`src/rtl/cbit_pkg.sv`:
```
package cbit_pkg;

  typedef enum logic [2:0] {
    OP_XOR  = 3'd0,
    OP_XORN = 3'd1,
    OP_LD   = 3'd2,
    OP_LDN  = 3'd3,
    OP_ST   = 3'd4,
    OP_STN  = 3'd5,
    OP_RSV6 = 3'd6,
    OP_RSV7 = 3'd7
  } cbit_op_e;

  typedef enum logic [1:0] {
    CLS_XOR  = 2'd0,
    CLS_LD   = 2'd1,
    CLS_ST   = 2'd2,
    CLS_NONE = 2'd3
  } cbit_cls_e;

  // upper two opcode bits pick the class, bit 0 picks the inverted variant
  function automatic cbit_cls_e op_class(input logic [2:0] op);
    return cbit_cls_e'(op[2:1]);
  endfunction

  function automatic logic op_inv(input logic [2:0] op);
    return op[0];
  endfunction

endpackage

```
`src/rtl/cbit_bit_select.sv`:
```
module cbit_bit_select #(
  parameter int unsigned DATA_W = 8,
  parameter int unsigned IDX_W  = $clog2(DATA_W)
) (
  input  logic [DATA_W-1:0] data_i,
  input  logic [IDX_W-1:0]  idx_i,
  output logic              bit_o
);

  logic [DATA_W-1:0] hit;

  for (genvar g = 0; g < DATA_W; g++) begin : g_hit
    assign hit[g] = (idx_i == IDX_W'(g)) & data_i[g];
  end

  assign bit_o = |hit;

endmodule

```
`src/rtl/cbit_bit_insert.sv`:
```
module cbit_bit_insert #(
  parameter int unsigned DATA_W = 8,
  parameter int unsigned IDX_W  = $clog2(DATA_W)
) (
  input  logic [DATA_W-1:0] data_i,
  input  logic [IDX_W-1:0]  idx_i,
  input  logic              bit_i,
  output logic [DATA_W-1:0] data_o
);

  for (genvar g = 0; g < DATA_W; g++) begin : g_ins
    assign data_o[g] = (idx_i == IDX_W'(g)) ? bit_i : data_i[g];
  end

endmodule

```
`src/rtl/cbit_carry_alu.sv`:
```
module cbit_carry_alu
  import cbit_pkg::*;
(
  input  cbit_cls_e cls_i,
  input  logic      inv_i,
  input  logic      carry_i,
  input  logic      sel_bit_i,
  output logic      carry_nxt_o,
  output logic      carry_upd_o,
  output logic      store_o,
  output logic      store_bit_o
);

  logic sel_eff;

  assign sel_eff     = sel_bit_i ^ inv_i;
  assign store_bit_o = carry_i ^ inv_i;

  always_comb begin
    carry_nxt_o = carry_i;
    carry_upd_o = 1'b0;
    store_o     = 1'b0;
    unique case (cls_i)
      CLS_XOR: begin
        carry_nxt_o = carry_i ^ sel_eff;
        carry_upd_o = 1'b1;
      end
      CLS_LD: begin
        carry_nxt_o = sel_eff;
        carry_upd_o = 1'b1;
      end
      CLS_ST:   store_o = 1'b1;
      CLS_NONE: ;
      default:  ;
    endcase
  end

endmodule

```
`src/rtl/cbit_unit.sv`:
```
module cbit_unit
  import cbit_pkg::*;
#(
  parameter int unsigned DATA_W = 8,
  parameter int unsigned IDX_W  = $clog2(DATA_W)
) (
  input  logic              clk_i,
  input  logic              rst_ni,
  input  logic              valid_i,
  input  logic [2:0]        op_i,
  input  logic [IDX_W-1:0]  bit_idx_i,
  input  logic [DATA_W-1:0] operand_i,
  input  logic              c_wr_i,
  input  logic              c_wr_val_i,
  output logic              carry_o,
  output logic              done_o,
  output logic              wb_we_o,
  output logic [DATA_W-1:0] wb_data_o
);

  logic              carry_q, done_q, we_q;
  logic [DATA_W-1:0] wb_q;
  logic              sel_bit;
  logic              carry_nxt, carry_upd, is_store, store_bit;
  logic [DATA_W-1:0] ins_data;
  cbit_cls_e         cls;

  assign cls = op_class(op_i);

  cbit_bit_select #(.DATA_W(DATA_W), .IDX_W(IDX_W)) u_sel (
    .data_i (operand_i),
    .idx_i  (bit_idx_i),
    .bit_o  (sel_bit)
  );

  cbit_carry_alu u_alu (
    .cls_i       (cls),
    .inv_i       (op_inv(op_i)),
    .carry_i     (carry_q),
    .sel_bit_i   (sel_bit),
    .carry_nxt_o (carry_nxt),
    .carry_upd_o (carry_upd),
    .store_o     (is_store),
    .store_bit_o (store_bit)
  );

  cbit_bit_insert #(.DATA_W(DATA_W), .IDX_W(IDX_W)) u_ins (
    .data_i (operand_i),
    .idx_i  (bit_idx_i),
    .bit_i  (store_bit),
    .data_o (ins_data)
  );

  always_ff @(posedge clk_i or negedge rst_ni) begin
    if (!rst_ni) begin
      carry_q <= 1'b0;
      done_q  <= 1'b0;
      we_q    <= 1'b0;
      wb_q    <= '0;
    end else begin
      done_q <= valid_i;
      we_q   <= valid_i & is_store;
      if (valid_i && is_store) wb_q <= ins_data;
      // direct write wins over an operation's carry update
      if (c_wr_i)                     carry_q <= c_wr_val_i;
      else if (valid_i && carry_upd)  carry_q <= carry_nxt;
    end
  end

  assign carry_o   = carry_q;
  assign done_o    = done_q;
  assign wb_we_o   = we_q;
  assign wb_data_o = wb_q;

endmodule

```
`config.mk`:
```
export PLATFORM = sky130hd
export DESIGN_NAME = cbit_unit
export DESIGN_NICKNAME = d
export VERILOG_FILES = /design/src/rtl/cbit_pkg.sv /design/src/rtl/cbit_bit_select.sv /design/src/rtl/cbit_bit_insert.sv /design/src/rtl/cbit_carry_alu.sv /design/src/rtl/cbit_unit.sv
export SDC_FILE = /design/constraint.sdc
export NUM_CORES = 1
export LEC_CHECK = 0
export BUFFER_PORTS_ARGS = -buffer_cell sky130_fd_sc_hd__buf_2
export CAP_MARGIN = 10
export CORE_MARGIN = 3
export CORE_UTILIZATION = 44
export CTS_BUF_LIST = sky130_fd_sc_hd__clkbuf_8 sky130_fd_sc_hd__clkbuf_16
export CTS_CLUSTER_SIZE = 12
export DETAILED_ROUTE_END_ITERATION = 8
export GPL_TIMING_DRIVEN = 0
export PLACE_DENSITY = 0.82
export SLEW_MARGIN = 30
export SYNTH_ARGS = -nofsm -noshare
export SYNTH_HDL_FRONTEND = slang
export SYNTH_SLANG_ARGS = --single-unit
```
`constraint.sdc`:
```
create_clock -name clk_i -period 1.4 [get_ports clk_i]
set_input_delay 0.28 -clock clk_i [delete_from_list [all_inputs] [get_ports clk_i]]
set_output_delay 0.28 -clock clk_i [all_outputs]
set_load 0.02 [all_outputs]
```
# Yosys cells after proc, flatten, opt, wreduce, memory -nomap -nowiden
# Index checks and enable logic that the tools add are counted.
[word_totals]
register_bits = 11
in_bits = 19
out_inout_bits = 11
wordCells = 47
[op_classes]
eq_ne = 9
mux = 13
bitwise_logic = 12
reduce_logical = 9
[op_table]
columns = ["op", "n"]
rows = [
  ["$eq A3 B3 Y1 const B", 4],
  ["$mux W1", 12],
  ["$and A1 B1 Y1", 9],
  ["$reduce_or A8 Y1", 1],
  ["$eq A3 B2 Y1 const B", 2],
  ["$eq A3 B1 Y1 const B", 1],
  ["$logic_not A3 Y1", 1],
  ["$reduce_bool A3 Y1", 1],
  ["$xor A1 B1 Y1", 3],
  ["$eq A2 B1 Y1 const B", 1],
  ["$eq A2 B2 Y1 const B", 1],
  ["$logic_and A1 B1 Y1", 2],
  ["$logic_not A2 Y1", 1],
  ["$pmux W1 S2", 1],
  ["$reduce_and A2 Y1", 1],
  ["$reduce_bool A2 Y1", 1],
  ["$reduce_or A2 Y1", 1],
]

# Depth between registers and ports, before layout
[depth]
ltp_word = 8
ltp_mapped = 5
ltp_nobuf = 4

# Hierarchy
# A second synthesis with hierarchy kept.
[hier_totals]
cells_unflattened = 54
area_unflattened_um2 = 679.4
[by_module_without_submodules]
columns = ["module", "n_inst", "cells_each", "area_each_um2", "seq_area_each_um2"]
rows = [
  ["cbit_unit", 1, 25, 409.1, 275.3],
  ["cbit_bit_insert", 1, 16, 145.1, 0.0],
  ["cbit_bit_select", 1, 3, 63.8, 0.0],
  ["cbit_carry_alu", 1, 10, 61.3, 0.0],
]

# Least setup slack after synthesis
# OpenSTA, ideal clock, no wires.
[synth_path]
path_type = "in2reg"
start = "input bit_idx_i[0]"
end = "register carry_q (netlist: carry_o)"
setup_time_ps = 69
arrival_ps = 1528
required_time_ps = 1331
slack_ps = -197
path_stages = 5
path_buffers = 1
path_cell_list = "buf_6 > mux4_1 > mux2_2 > nor4b_2 > nand3b_1"
[synth_via]
elab_chain_cells = 8
elab_cells_between_ends = 22
cone_classes = "eq/ne (7); mux (3); bitwise (10); reduce/logical (2)"
[synth_rtl]
columns = ["item", "line_no", "text"]
rows = [
  ["from (decl)", "cbit_unit.sv:11", "input logic [IDX_W-1:0] bit_idx_i,"],
  ["$eq A3 B1 Y1, or another cell as far along", "cbit_bit_select.sv:13", "assign hit[g] = (idx_i == IDX_W'(g)) & data_i[g];"],
  ["$and A1 B1 Y1", "cbit_bit_select.sv:13", ""],
  ["$reduce_or A8 Y1 (*)", "cbit_bit_select.sv:16", "assign bit_o = |hit;"],
  ["$xor A1 B1 Y1 (*)", "cbit_carry_alu.sv:16", "assign sel_eff = sel_bit_i ^ inv_i;"],
  ["$xor A1 B1 Y1", "cbit_carry_alu.sv:25", "carry_nxt_o = carry_i ^ sel_eff;"],
  ["$pmux W1 S2 (*)", "cbit_carry_alu.sv:23", "unique case (cls_i)"],
  ["$mux W1 (*)", "cbit_unit.sv:66", "else if (valid_i && carry_upd) carry_q <= carry_nxt;"],
  ["$mux W1 (*)", "cbit_unit.sv:65", "if (c_wr_i) carry_q <= c_wr_val_i;"],
  ["to (signal assigned)", "cbit_unit.sv:65", ""],
  ["to (signal assigned)", "cbit_unit.sv:66", ""],
  ["to (decl)", "cbit_unit.sv:21", "logic carry_q, done_q, we_q;"],
]
# Mark *: on every way between the ends. The rest lies on a longest branch, timed or not. The select of a mux whose other input is x is not followed.
# A chain may end at the register's enable or synchronous reset.

# Worst setup path in the final report
# Ends and elaborated chain as after synthesis.

==> results.ini <==
[finish]
antenna-diode-count = 0
fillers = 114
layout_commonest_cell = sky130_fd_sc_hd__buf_2
synthToLayoutAreaGrowth_pct = 35.7
fraction_of_layout_instances_using_a_drive_strength_above_1_pct = 39.6
final_cells = 111
most-common-layout-cells = 26 x sky130_fd_sc_hd__buf_2, 11 x sky130_fd_sc_hd__dfrtp_1, 10 x sky130_fd_sc_hd__nand2_1
finish.net_count = 116
finalInstanceArea_um2 = 885

[yosys]
synth_register_bits = 11
postSynthNetCount = 82
syn_area_um2 = 652
ys_top_cells_by_area = sky130_fd_sc_hd__dfrtp_1 42%, sky130_fd_sc_hd__mux2i_1 12%, sky130_fd_sc_hd__mux4_1 8.1%
dominant_cell_type_by_area_after_synthesis = sky130_fd_sc_hd__dfrtp_1
sequential_cell_area_fraction_in_the_yosys_report_pct = 42.2
cell_count_after_synthesis = 63
yosysUniqueCellTypes = 20
avgSynthCellArea_um2 = 10.3
synthesis.yosys.warnings = 0
yosysTopAreaCellShare_pct = 42.2

[route]
wl_per_cell_um = 12.6
drt-total-wl_um = 1390
vias = 570
post_drt_via_cell_ratio = 5.14
antenna_violating_nets_post_route = 0
first_pass_iters = 4
drc_errors = 0
detailedRoute.firstIterationViolations = 5

[min_path]
min_delay_path_class = in -> reg

[sta]
worstMarginPinSlew_ns = 0.374
timing_hold_violations_final = 0
drv_slew = 0
final.period_utilization_pct = 97.4
min_period_ns = 1.36
worst_clock_skew_ns = 0.000325
max_freq_ghz = 0.734
timing.final.setup_violations = 0
final.setup.tns_ns = 0
timing.slew.headroom_pct = 75.1

[global_route]
grt_use_total_pct = 14.8
grt_first_pass_wirelength_um = 2170
globalRoute.totalOverflow = 0
first_global_vias = 523
grt_start_max_net_pins = 12
antenna_violations_before_repair = 0

[critical_path]
timing.critical_path.required_ns = 1.57
crit_path_end_kind = register
timing.critical_path.fanout_max = 5
critPathKind = in -> reg
cp.arrival_ns = 1.53
kind_of_start_point_of_the_critical_path = primary input

[place]
placed_cell_area_um2 = 801
io_buffer_count = 26
gp_routability_congestion = 0.816
place_inst = 104
dp_hpwl_um = 1040

[power]
pwr_density_cell_nw_per_um2 = 1100
p_leak_nw = 0.448
vdd_ir_drop_max_mv = 0.466

[die]
fp-row-count = 13
placeableCoreArea_um2 = 1350
floorplan.die_area_um2 = 1980
die-width_um = 44.5
die-height_um = 44.5
start_util_pct = 48.3
boundaryPins = 30

[clock_network]
tritoncts = yes
cts-root-buf = sky130_fd_sc_hd__clkbuf_8
clk_path_buf_depth = 2
tritoncts.num_buffers = 3
clk_latency_ns = 0.23
cts.sinks = 11
worst_setup_hold_path_clk_slew_ns = 0.05
ctsHtreeMaxLevel = 1

[job]
max_cap_violations = 0

[outcome]
run_status = complete, no violations

[flip-flops by register name, indices dropped and copies added (netlist names)]
name and flops:
carry_o 1, wb_we_o 1, done_o 1, wb_data_o 8
[what timing repair did]
item                                    in CTS  in global routing
hold endpoints to repair                    11                  0
hold buffers                                 1                  0
gates resized for setup                      1                  2
pin swaps                                    0                  1
endpoints found under the setup margin       1                  7
buffers inserted                             0                  2
[Yosys cell counts (all sizes together)]
master and instances:
a21oi 1, nand4b 1, buf 1, nor3 1, mux2i 8, mux2 1
o21ai 8, nand3b 4, inv 1, mux4 2, clkbuf 3, nor3b 3
nor4b 1, nor2b 2, nand2 10, nand3 1, xnor2 1, nor2 2
xor2 1, dfrtp 11
[critical path: stages]
cell	delay, ns
sky130_fd_sc_hd__buf_12	0.08
sky130_fd_sc_hd__mux4_2	0.49
sky130_fd_sc_hd__mux2_4	0.30
sky130_fd_sc_hd__nor4b_2	0.24
sky130_fd_sc_hd__nand3b_1	0.13
[logic make-up (layout without fill, tap and decap cells)]
family	Yosys count	in the layout	synth area share, %
xor gates and xnor gates	2	2	2.69
and+or+nand+nor	25	25	22.1
AOI/OAI and AO/OA	9	9	6.91
DFF	11	11	42.2
muxes	11	11	22.1
buffers and inverters	5	38	4.03
[power breakdown]
part / leakage, nW / switching (mW) / total, mW / internal [mW]
Combinational: 0.284 / 0.162 / 0.280 / 0.118
Clock: 0.0269 / 0.109 / 0.300 / 0.192
Sequential: 0.137 / 0.0236 / 0.389 / 0.365
Total: 0.448 / 0.295 / 0.969 / 0.675
[cell type report]
| type | instances | area [um2] | share of cell area, % |
|---|---|---|---|
| multi-input combinational | 47 | 354 | 40.0 |
| sequential | 11 | 275 | 31.1 |
| timing repair buffer | 29 | 155 | 17.5 |
| clock buffer | 3 | 41.3 | 4.67 |
| buffer | 4 | 32.5 | 3.68 |
| tap | 15 | 18.8 | 2.12 |
| clock inverter | 1 | 3.75 | 0.424 |
| inverter | 1 | 3.75 | 0.424 |
[per-stage QoR]
step                hold WS (ns)  utilization [%]  setup slack, ns  total power [mW]
floorplan                -0.0156                -           -0.143             0.563
global placement           0.151             59.3           -0.221             0.657
detailed placement         0.157             59.3           -0.247             0.664
CTS                        0.181             63.5           0.0453             0.968
global route               0.184             65.5          -0.0173              1.03
finish                     0.181             65.5           0.0369             0.969
[worst paths after layout]
kind,to,slack [ns],start,cells past startpoint
setup / recovery,carry_o$_DFFE_PN0P_,0.04,bit_idx_i[0],5
setup reg to reg,wb_data_o[6]$_DFFE_PN0P_,0.20,carry_o$_DFFE_PN0P_,3
min in group asynchronous,wb_data_o[2]$_DFFE_PN0P_,0.44,rst_ni,2
hold reg to reg,wb_data_o[7]$_DFFE_PN0P_,0.47,wb_data_o[7]$_DFFE_PN0P_,2
hold / removal,done_o$_DFF_PN0_,0.18,valid_i,1
max in group asynchronous,wb_data_o[6]$_DFFE_PN0P_,0.76,rst_ni,2
[metal layers]
metal	GRT usage (%)	vias up	wire, um	part of all wire (%)
li1	-	286	-	-
met1	18.8	258	585	42
met2	23.8	22	686	49
met3	1.63	4	95	6.8
met4	9.04	0	27	1.9
met5	0	-	0	0
(Power assumes the default switching activity.)
